$ cat src/rtl/spi_sck_div_pkg.sv
package spi_sck_div_pkg;
  typedef enum logic {
    DIV_POW2   = 1'b0,
    DIV_LINEAR = 1'b1
  } div_law_e;
endpackage

$ cat src/rtl/spi_sck_cfg_latch.sv
module spi_sck_cfg_latch
  import spi_sck_div_pkg::*;
#(
  parameter int LIN_W = 8,
  parameter int EXP_W = 4,
  parameter int CNT_W = 14,
  localparam int CFG_W = LIN_W + EXP_W + 1
) (
  input  logic             clk_i,
  input  logic             rst_ni,
  input  logic             load_i,
  input  logic [CFG_W-1:0] cfg_i,
  input  logic             cpol_i,
  output logic [CNT_W-1:0] half_m1_o,
  output logic             cpol_o
);
  localparam int MODE_BIT = LIN_W + EXP_W;

  div_law_e         law;
  logic [LIN_W-1:0] lin_n;
  logic [EXP_W-1:0] exp_n;
  logic [EXP_W-1:0] exp_m1;
  logic [CNT_W-1:0] half_m1_d;

  assign law    = div_law_e'(cfg_i[MODE_BIT]);
  assign lin_n  = cfg_i[LIN_W-1:0];
  assign exp_n  = cfg_i[MODE_BIT-1:LIN_W];
  assign exp_m1 = exp_n - EXP_W'(1);

  // half-period minus one; exponent 0 folds onto divide-by-2
  always_comb begin
    if (law == DIV_LINEAR) begin
      half_m1_d = CNT_W'(lin_n);
    end else if (exp_n == '0) begin
      half_m1_d = '0;
    end else begin
      half_m1_d = (CNT_W'(1) << exp_m1) - CNT_W'(1);
    end
  end

  always_ff @(posedge clk_i or negedge rst_ni) begin
    if (!rst_ni) begin
      half_m1_o <= '0;
      cpol_o    <= 1'b0;
    end else if (load_i) begin
      half_m1_o <= half_m1_d;
      cpol_o    <= cpol_i;
    end
  end
endmodule

$ cat src/rtl/spi_sck_phase_gen.sv
module spi_sck_phase_gen #(
  parameter int CNT_W = 14
) (
  input  logic             clk_i,
  input  logic             rst_ni,
  input  logic             run_i,
  input  logic [CNT_W-1:0] half_m1_i,
  output logic             phase_o,
  output logic             lead_o,
  output logic             trail_o
);
  logic [CNT_W-1:0] cnt_q;

  always_ff @(posedge clk_i or negedge rst_ni) begin
    if (!rst_ni) begin
      cnt_q   <= '0;
      phase_o <= 1'b0;
      lead_o  <= 1'b0;
      trail_o <= 1'b0;
    end else if (!run_i) begin
      cnt_q   <= '0;
      phase_o <= 1'b0;
      lead_o  <= 1'b0;
      trail_o <= 1'b0;
    end else if (cnt_q == half_m1_i) begin
      cnt_q   <= '0;
      phase_o <= ~phase_o;
      lead_o  <= ~phase_o;
      trail_o <= phase_o;
    end else begin
      cnt_q   <= cnt_q + CNT_W'(1);
      lead_o  <= 1'b0;
      trail_o <= 1'b0;
    end
  end
endmodule

$ cat src/rtl/spi_sck_out.sv
module spi_sck_out (
  input  logic running_i,
  input  logic phase_i,
  input  logic cpol_lat_i,
  input  logic cpol_i,
  output logic sck_o
);
  assign sck_o = running_i ? (phase_i ^ cpol_lat_i) : cpol_i;
endmodule

$ cat src/rtl/spi_sck_divider.sv
module spi_sck_divider #(
  parameter int LIN_W = 8,
  parameter int EXP_W = 4,
  localparam int CFG_W = LIN_W + EXP_W + 1
) (
  input  logic             clk_i,
  input  logic             rst_ni,
  input  logic [CFG_W-1:0] clk_cfg_i,
  input  logic             cpol_i,
  input  logic             xfer_active_i,
  output logic             sck_o,
  output logic             lead_tick_o,
  output logic             trail_tick_o
);
  localparam int POW_W = (2 ** EXP_W) - 2;
  localparam int CNT_W = (LIN_W > POW_W) ? LIN_W : POW_W;

  logic             running_q;
  logic             load;
  logic             run;
  logic [CNT_W-1:0] half_m1;
  logic             cpol_lat;
  logic             phase;

  always_ff @(posedge clk_i or negedge rst_ni) begin
    if (!rst_ni) running_q <= 1'b0;
    else         running_q <= xfer_active_i;
  end

  assign load = xfer_active_i & ~running_q;
  assign run  = xfer_active_i & running_q;

  spi_sck_cfg_latch #(
    .LIN_W(LIN_W),
    .EXP_W(EXP_W),
    .CNT_W(CNT_W)
  ) u_cfg (
    .clk_i    (clk_i),
    .rst_ni   (rst_ni),
    .load_i   (load),
    .cfg_i    (clk_cfg_i),
    .cpol_i   (cpol_i),
    .half_m1_o(half_m1),
    .cpol_o   (cpol_lat)
  );

  spi_sck_phase_gen #(
    .CNT_W(CNT_W)
  ) u_phase (
    .clk_i    (clk_i),
    .rst_ni   (rst_ni),
    .run_i    (run),
    .half_m1_i(half_m1),
    .phase_o  (phase),
    .lead_o   (lead_tick_o),
    .trail_o  (trail_tick_o)
  );

  spi_sck_out u_out (
    .running_i (running_q),
    .phase_i   (phase),
    .cpol_lat_i(cpol_lat),
    .cpol_i    (cpol_i),
    .sck_o     (sck_o)
  );
endmodule

$ cat config.mk
export PLATFORM = sky130hd
export DESIGN_NAME = spi_sck_divider
export DESIGN_NICKNAME = d
export VERILOG_FILES = /design/src/rtl/spi_sck_div_pkg.sv /design/src/rtl/spi_sck_cfg_latch.sv /design/src/rtl/spi_sck_phase_gen.sv /design/src/rtl/spi_sck_out.sv /design/src/rtl/spi_sck_divider.sv
export SDC_FILE = /design/constraint.sdc
export NUM_CORES = 1
export LEC_CHECK = 0
export ABC_AREA = 1
export BUFFER_PORTS_ARGS = -buffer_cell sky130_fd_sc_hd__buf_2
export CAP_MARGIN = 20
export CORE_MARGIN = 2
export CORE_UTILIZATION = 63
export DETAILED_ROUTE_END_ITERATION = 7
export PLACE_DENSITY = 0.92
export REMOVE_ABC_BUFFERS = 1
export SYNTH_ARGS = -nofsm -noshare
export SYNTH_HDL_FRONTEND = slang
export SYNTH_SLANG_ARGS = --single-unit
$ cat constraint.sdc
create_clock -name clk_i -period 2.4 [get_ports clk_i]
set_input_delay 0.72 -clock clk_i [delete_from_list [all_inputs] [get_ports clk_i]]
set_output_delay 0.72 -clock clk_i [all_outputs]
set_load 0.05 [all_outputs]
---- Word-level counts from Yosys, hierarchy flattened ----
Cells that the tools add are included.
word-level totals
  memories ................................ 0
  logic and storage cells ................. 30
  memory bits (writable) .................. 0
  input bits .............................. 17
  output and inout bits ................... 3
  register bits after elaboration ......... 33
  bits in latches ......................... 0
  memory bits (read-only) ................. 0
operators by class
  shifts and indexed selects .............. 1
  div/mod/pow operators ................... 0
  $mul .................................... 0
  bitwise logic cells ..................... 5
  equal/unequal tests ..................... 2
  multiplexer cells ....................... 11
  magnitude comparators ................... 0
  reduce and logical (&&, ||, !) cells .... 1
  add/subtract/negate cells ............... 3
operator list
  operator                                             count
  2-to-1 mux 14 bit                                    4
  adder 14 x 1 -> 14 bit (second input constant)       1
  equality test 14 bit                                 1
  left shift 1 x 4 -> 14 bit (first input constant)    1
  subtractor 14 x 2 -> 14 bit (second input constant)  1
  2-to-1 mux 1 bit                                     7
  logical NOT 4 bit                                    1
  subtractor 4 x 1 -> 4 bit (second input constant)    1
  bitwise AND 1 bit                                    2
  != test 2 bit (second input constant)                1
  NOT 1 bit                                            2
  XOR 1 bit                                            1

---- Longest topological paths before layout ----
  depth after elaboration ................. 5
  mapped depth ............................ 12
  depth with buffers taken out ............ 12

---- Modules after synthesis ----
A second synthesis with hierarchy kept.
unflattened totals
  cell total of the unflattened synthesis .. 314
  area total of the unflattened synthesis .. 2105.8 sq um
by module, submodules not included
  module             instances  seq. area each (sq um)  area an instance (sq um)  cells each
  spi_sck_phase_gen  1          425.4                   1089.8                    169
  spi_sck_cfg_latch  1          375.4                   942.2                     132
  spi_sck_divider    1          25.0                    42.5                      5
  spi_sck_out        1          0.0                     31.3                      8

---- Worst setup path before layout ----
Ideal clock, no wire load.
  path type ............................... register to output
  start ................................... register u_phase.phase_o
  end ..................................... output sck_o
  path slack .............................. 89 ps
  arrival time ............................ 1591 ps
  data required time ...................... 1680 ps
  cell stages (with the launch flop) ...... 3
  path through ............................ dfrtp_1 xnor2_1 o21ai_0
on the way
  word-level cells in the longest chain between the ends .. 2
ends and longest elaborated chain
  what                    RTL line                 RTL
  from (decl)             spi_sck_phase_gen.sv:8   output logic phase_o,
  from (signal assigned)  spi_sck_phase_gen.sv:27  phase_o <= ~phase_o;
  XOR 1 bit               spi_sck_out.sv:8         assign sck_o = running_i ? (phase_i ^ cpol_lat_i) : cpol_i;
  2-to-1 mux 1 bit        spi_sck_out.sv:8
  to (decl)               spi_sck_divider.sv:11    output logic sck_o,
No other way between the ends.

---- Worst setup path after layout ----
Ends and elaborated chain as after synthesis.

==> summary.txt <==
Power
  • Clock Power Share: 0.271
  • Leakage: 0.00111 uW
  • Sw frac: 0.308
  • Power per cell area: 504 nW/um2
  • Psw: about 340 uW
  • Pint: 773 uW
  • Seq pwr share: 0.550
  • Logic pwr share: 0.179
  • Peak VDD IR: 0.306 mV

Floorplan
  • Horiz. Die Dim: 61.4 um
  • # rows: 20
  • Die height: 61.4 um
  • Initial Utilization: 0.668
  • Die Area: 3770 um2
  • Io pins: 20
  • CORE AREA: around 3100 um2

STA
  • Setup slack after layout: approximately 0.36 ns
  • Unrepaired setup endpoints after global routing: false
  • Final setup viols: 0
  • Final hold slack: ~0.42 ns
  • Period Utilization, post-route: 0.852
  • Final Hold Viols: 0
  • Fin. max-slew vios: 0
  • Slew HR: 0.521
  • Worst slew pin tran: around 0.72 ns
  • F_max: between 0.4 and 0.5 GHz
  • Min Tclk post-route: 2.04 ns
  • Fin Setup TNS: 0 ns
  • Setup Skew: 0.0138 ns

Worst setup path
  • WP data required: 1.68 ns
  • CP Buf/Inv Count: 1
  • CP Cell Sequence: xnor2_1 -> o21ai_0 -> buf_2
  • Startpoint Class: flop
  • Endpoint class of the critical path: output pin
  • Worst setup path class: reg2out
  • CP max FO: 3
  • CP max-delay cell: dfrtp_1
  • Largest stage delay on the critical path: 0.43 ns
  • CP arrival: around 1.3 ns
  • Delay-heaviest family, CP: flip-flops

Routing
  • Met3 wire length: about 210 um
  • Uppermost routed layer: met4
  • Final wirelength: 4310 um
  • Drt drc: 0
  • Via Count: around 1900
  • First DRT Iteration DRCs: 79
  • DR pass1 iterations: 4
  • Wire length on met2: around 2200 um
  • WL/cell: ~13 um
  • Routed vias/inst: between 5 and 6
  • WL met1: around 1900 um
  • Antenna viol nets, final: 0

Logic synthesis
  • Top FF cell, synth: dfrtp_1
  • Most frequent cell after synthesis: nand2_1
  • Mean Syn Cell Area: between 7 and 8 um2
  • Synth cell count leaders: 65 x nand2_1, 33 x dfrtp_1, 30 x inv_1, 29 x nor2_1, 21 x nand3_1
  • Ys Warns: 0
  • Synth area leader: dfrtp_1
  • Synth cell types: 30
  • Number of synthesized flops with an enable pin: 0
  • Post-Synthesis Cell Area: 2070 um2
  • Asr flop ratio synth: 1.00
  • #FFs+latches synth: 33
  • Cells after synthesis: 277
  • Area fraction of the dominant cell type after synthesis: 0.398
  • Top post-synthesis cells by area: dfrtp_1 40%, nand2_1 12%, xor2_1 6.3%
  • Seq/Total Area, Yosys: 0.398

Clocking
  • Clk buf depth: 2
  • Cts hold-fix bufs: 0
  • H-tree depth: 2
  • Post_cts resized: 0
  • Clock latency at the later pin of the worst-skew pair: 0.35 ns
  • Clk Tree Root Cell: clkbuf_4
  • Clock sink total: 33
  • Setup Buffers After CTS: 0
  • TritonCTS clock tree: yes
  • Reg clk slew, reported paths: 0.11 ns
  • Num CTS Buffers: 5

Final layout
  • Multi-input logic area: 1050 um2
  • Layout Utilization: 0.715
  • Nets@finish: approximately 320
  • Share of layout cells above drive strength 1: 0.182
  • Number of antenna diodes: 0
  • Finished Layout Cells: 341
  • # fillers: ~270
  • Area delta synth->final: 6.94%
  • Register area: 826 um2

Hold path
  • Worst Hold Class: in2async

Placement
  • Port bufs: 19
  • Post-place setup slack: 0.262 ns
  • Final RePlAce weighted congestion: approximately 0.88
  • HPWL after DPL: 3300 um
  • Placed cell count: 333

Outcome
  • Status: finished clean

Global route
  • Antenna violations before repair: 0
  • GRT Util Overall: 0.259
  • Vias in the first global route: 1718
  • Pin count of the biggest net entering global routing: 34
  • Remaining Overflow, GRT: 0
  • First-pass GRT wire length: 7110 um

Run
  • Max Cap Violations: 0
[registers in the layout (all words and copies together), names as in the netlist]
register / flops
u_cfg.half_m1_o: 14
running_q: 1
u_cfg.cpol_o: 1
u_phase.cnt_q: 14
u_phase.lead_o: 1
u_phase.trail_o: 1
u_phase.phase_o: 1
[final cells by class]
type,instances,share of cell area
Multi-Input combinational cell,200,0.472
Sequential cell,33,0.372
Inverter,36,0.0609
Timing Repair Buffer,20,0.0463
Tap cell,44,0.0248
Clock buffer,6,0.0186
Clock inverter,2,0.00451
[layout by cell type (no fill, tap or decap), types with 9 or more instances in the layout]
cell	Yosys	layout
nand2_1	65	65
dfrtp_1	33	33
inv_1	30	30
nor2_1	29	29
nand3_1	21	21
buf_2	3	19
xor2_1	15	15
nor2_2	13	13
nand4_1	10	10
o21ai_0	9	9
[metrics by stage]
step | total power, uW | cell area [um2]
6_report | 1120 | 2220
5_1_grt | 1170 | 2220
4_1_cts | 1120 | 2220
3_5_place_dp | 823 | 2170
3_3_place_gp | 814 | 2170
2_1_floorplan | 756 | 2010
[power by group through the flow]
stage          combinational, uW  sequential (uW)  clock, uW
4_1_cts                      199              614        304
5_1_grt                      226              619        329
2_1_floorplan                137              619          0
6_report                     199              615        303
3_5_place_dp                 198              625          0
3_3_place_gp                 191              623          0
[layer usage]
metal / vias up / GRT usage
met5: - / 0
met3: 9 / 0.0546
met2: 56 / 0.444
met4: 0 / 0.109
li1: 923 / -
met1: 879 / 0.318
[cells by family after synthesis]
| family | Yosys count | share of synthesized area |
|---|---|---|
| simple gates | 154 | 0.345 |
| buf+inv | 44 | 0.0966 |
| flops | 33 | 0.398 |
| compound gates | 25 | 0.0676 |
| xor+xnor | 19 | 0.0803 |
| fa+ha+maj | 2 | 0.0121 |
[path summary, 6_finish.rpt]
kind | depth (start not counted) | slack (ns) | from | endpoint
setup / recovery | 3 | 0.36 | u_phase.phase_o | sck_o
hold / removal | 1 | 0.42 | rst_ni | u_phase.phase_o
hold reg to reg | 2 | 0.52 | u_cfg.half_m1_o[7] | u_cfg.half_m1_o[7]
setup reg to reg | 8 | 0.84 | u_phase.cnt_q[0] | u_phase.cnt_q[8]
min in group clk_i | 1 | 0.51 | xfer_active_i | running_q
max in group asynchronous | 1 | 1.51 | rst_ni | u_cfg.half_m1_o[1]
Note: power is estimated with default switching activity, not from simulation.
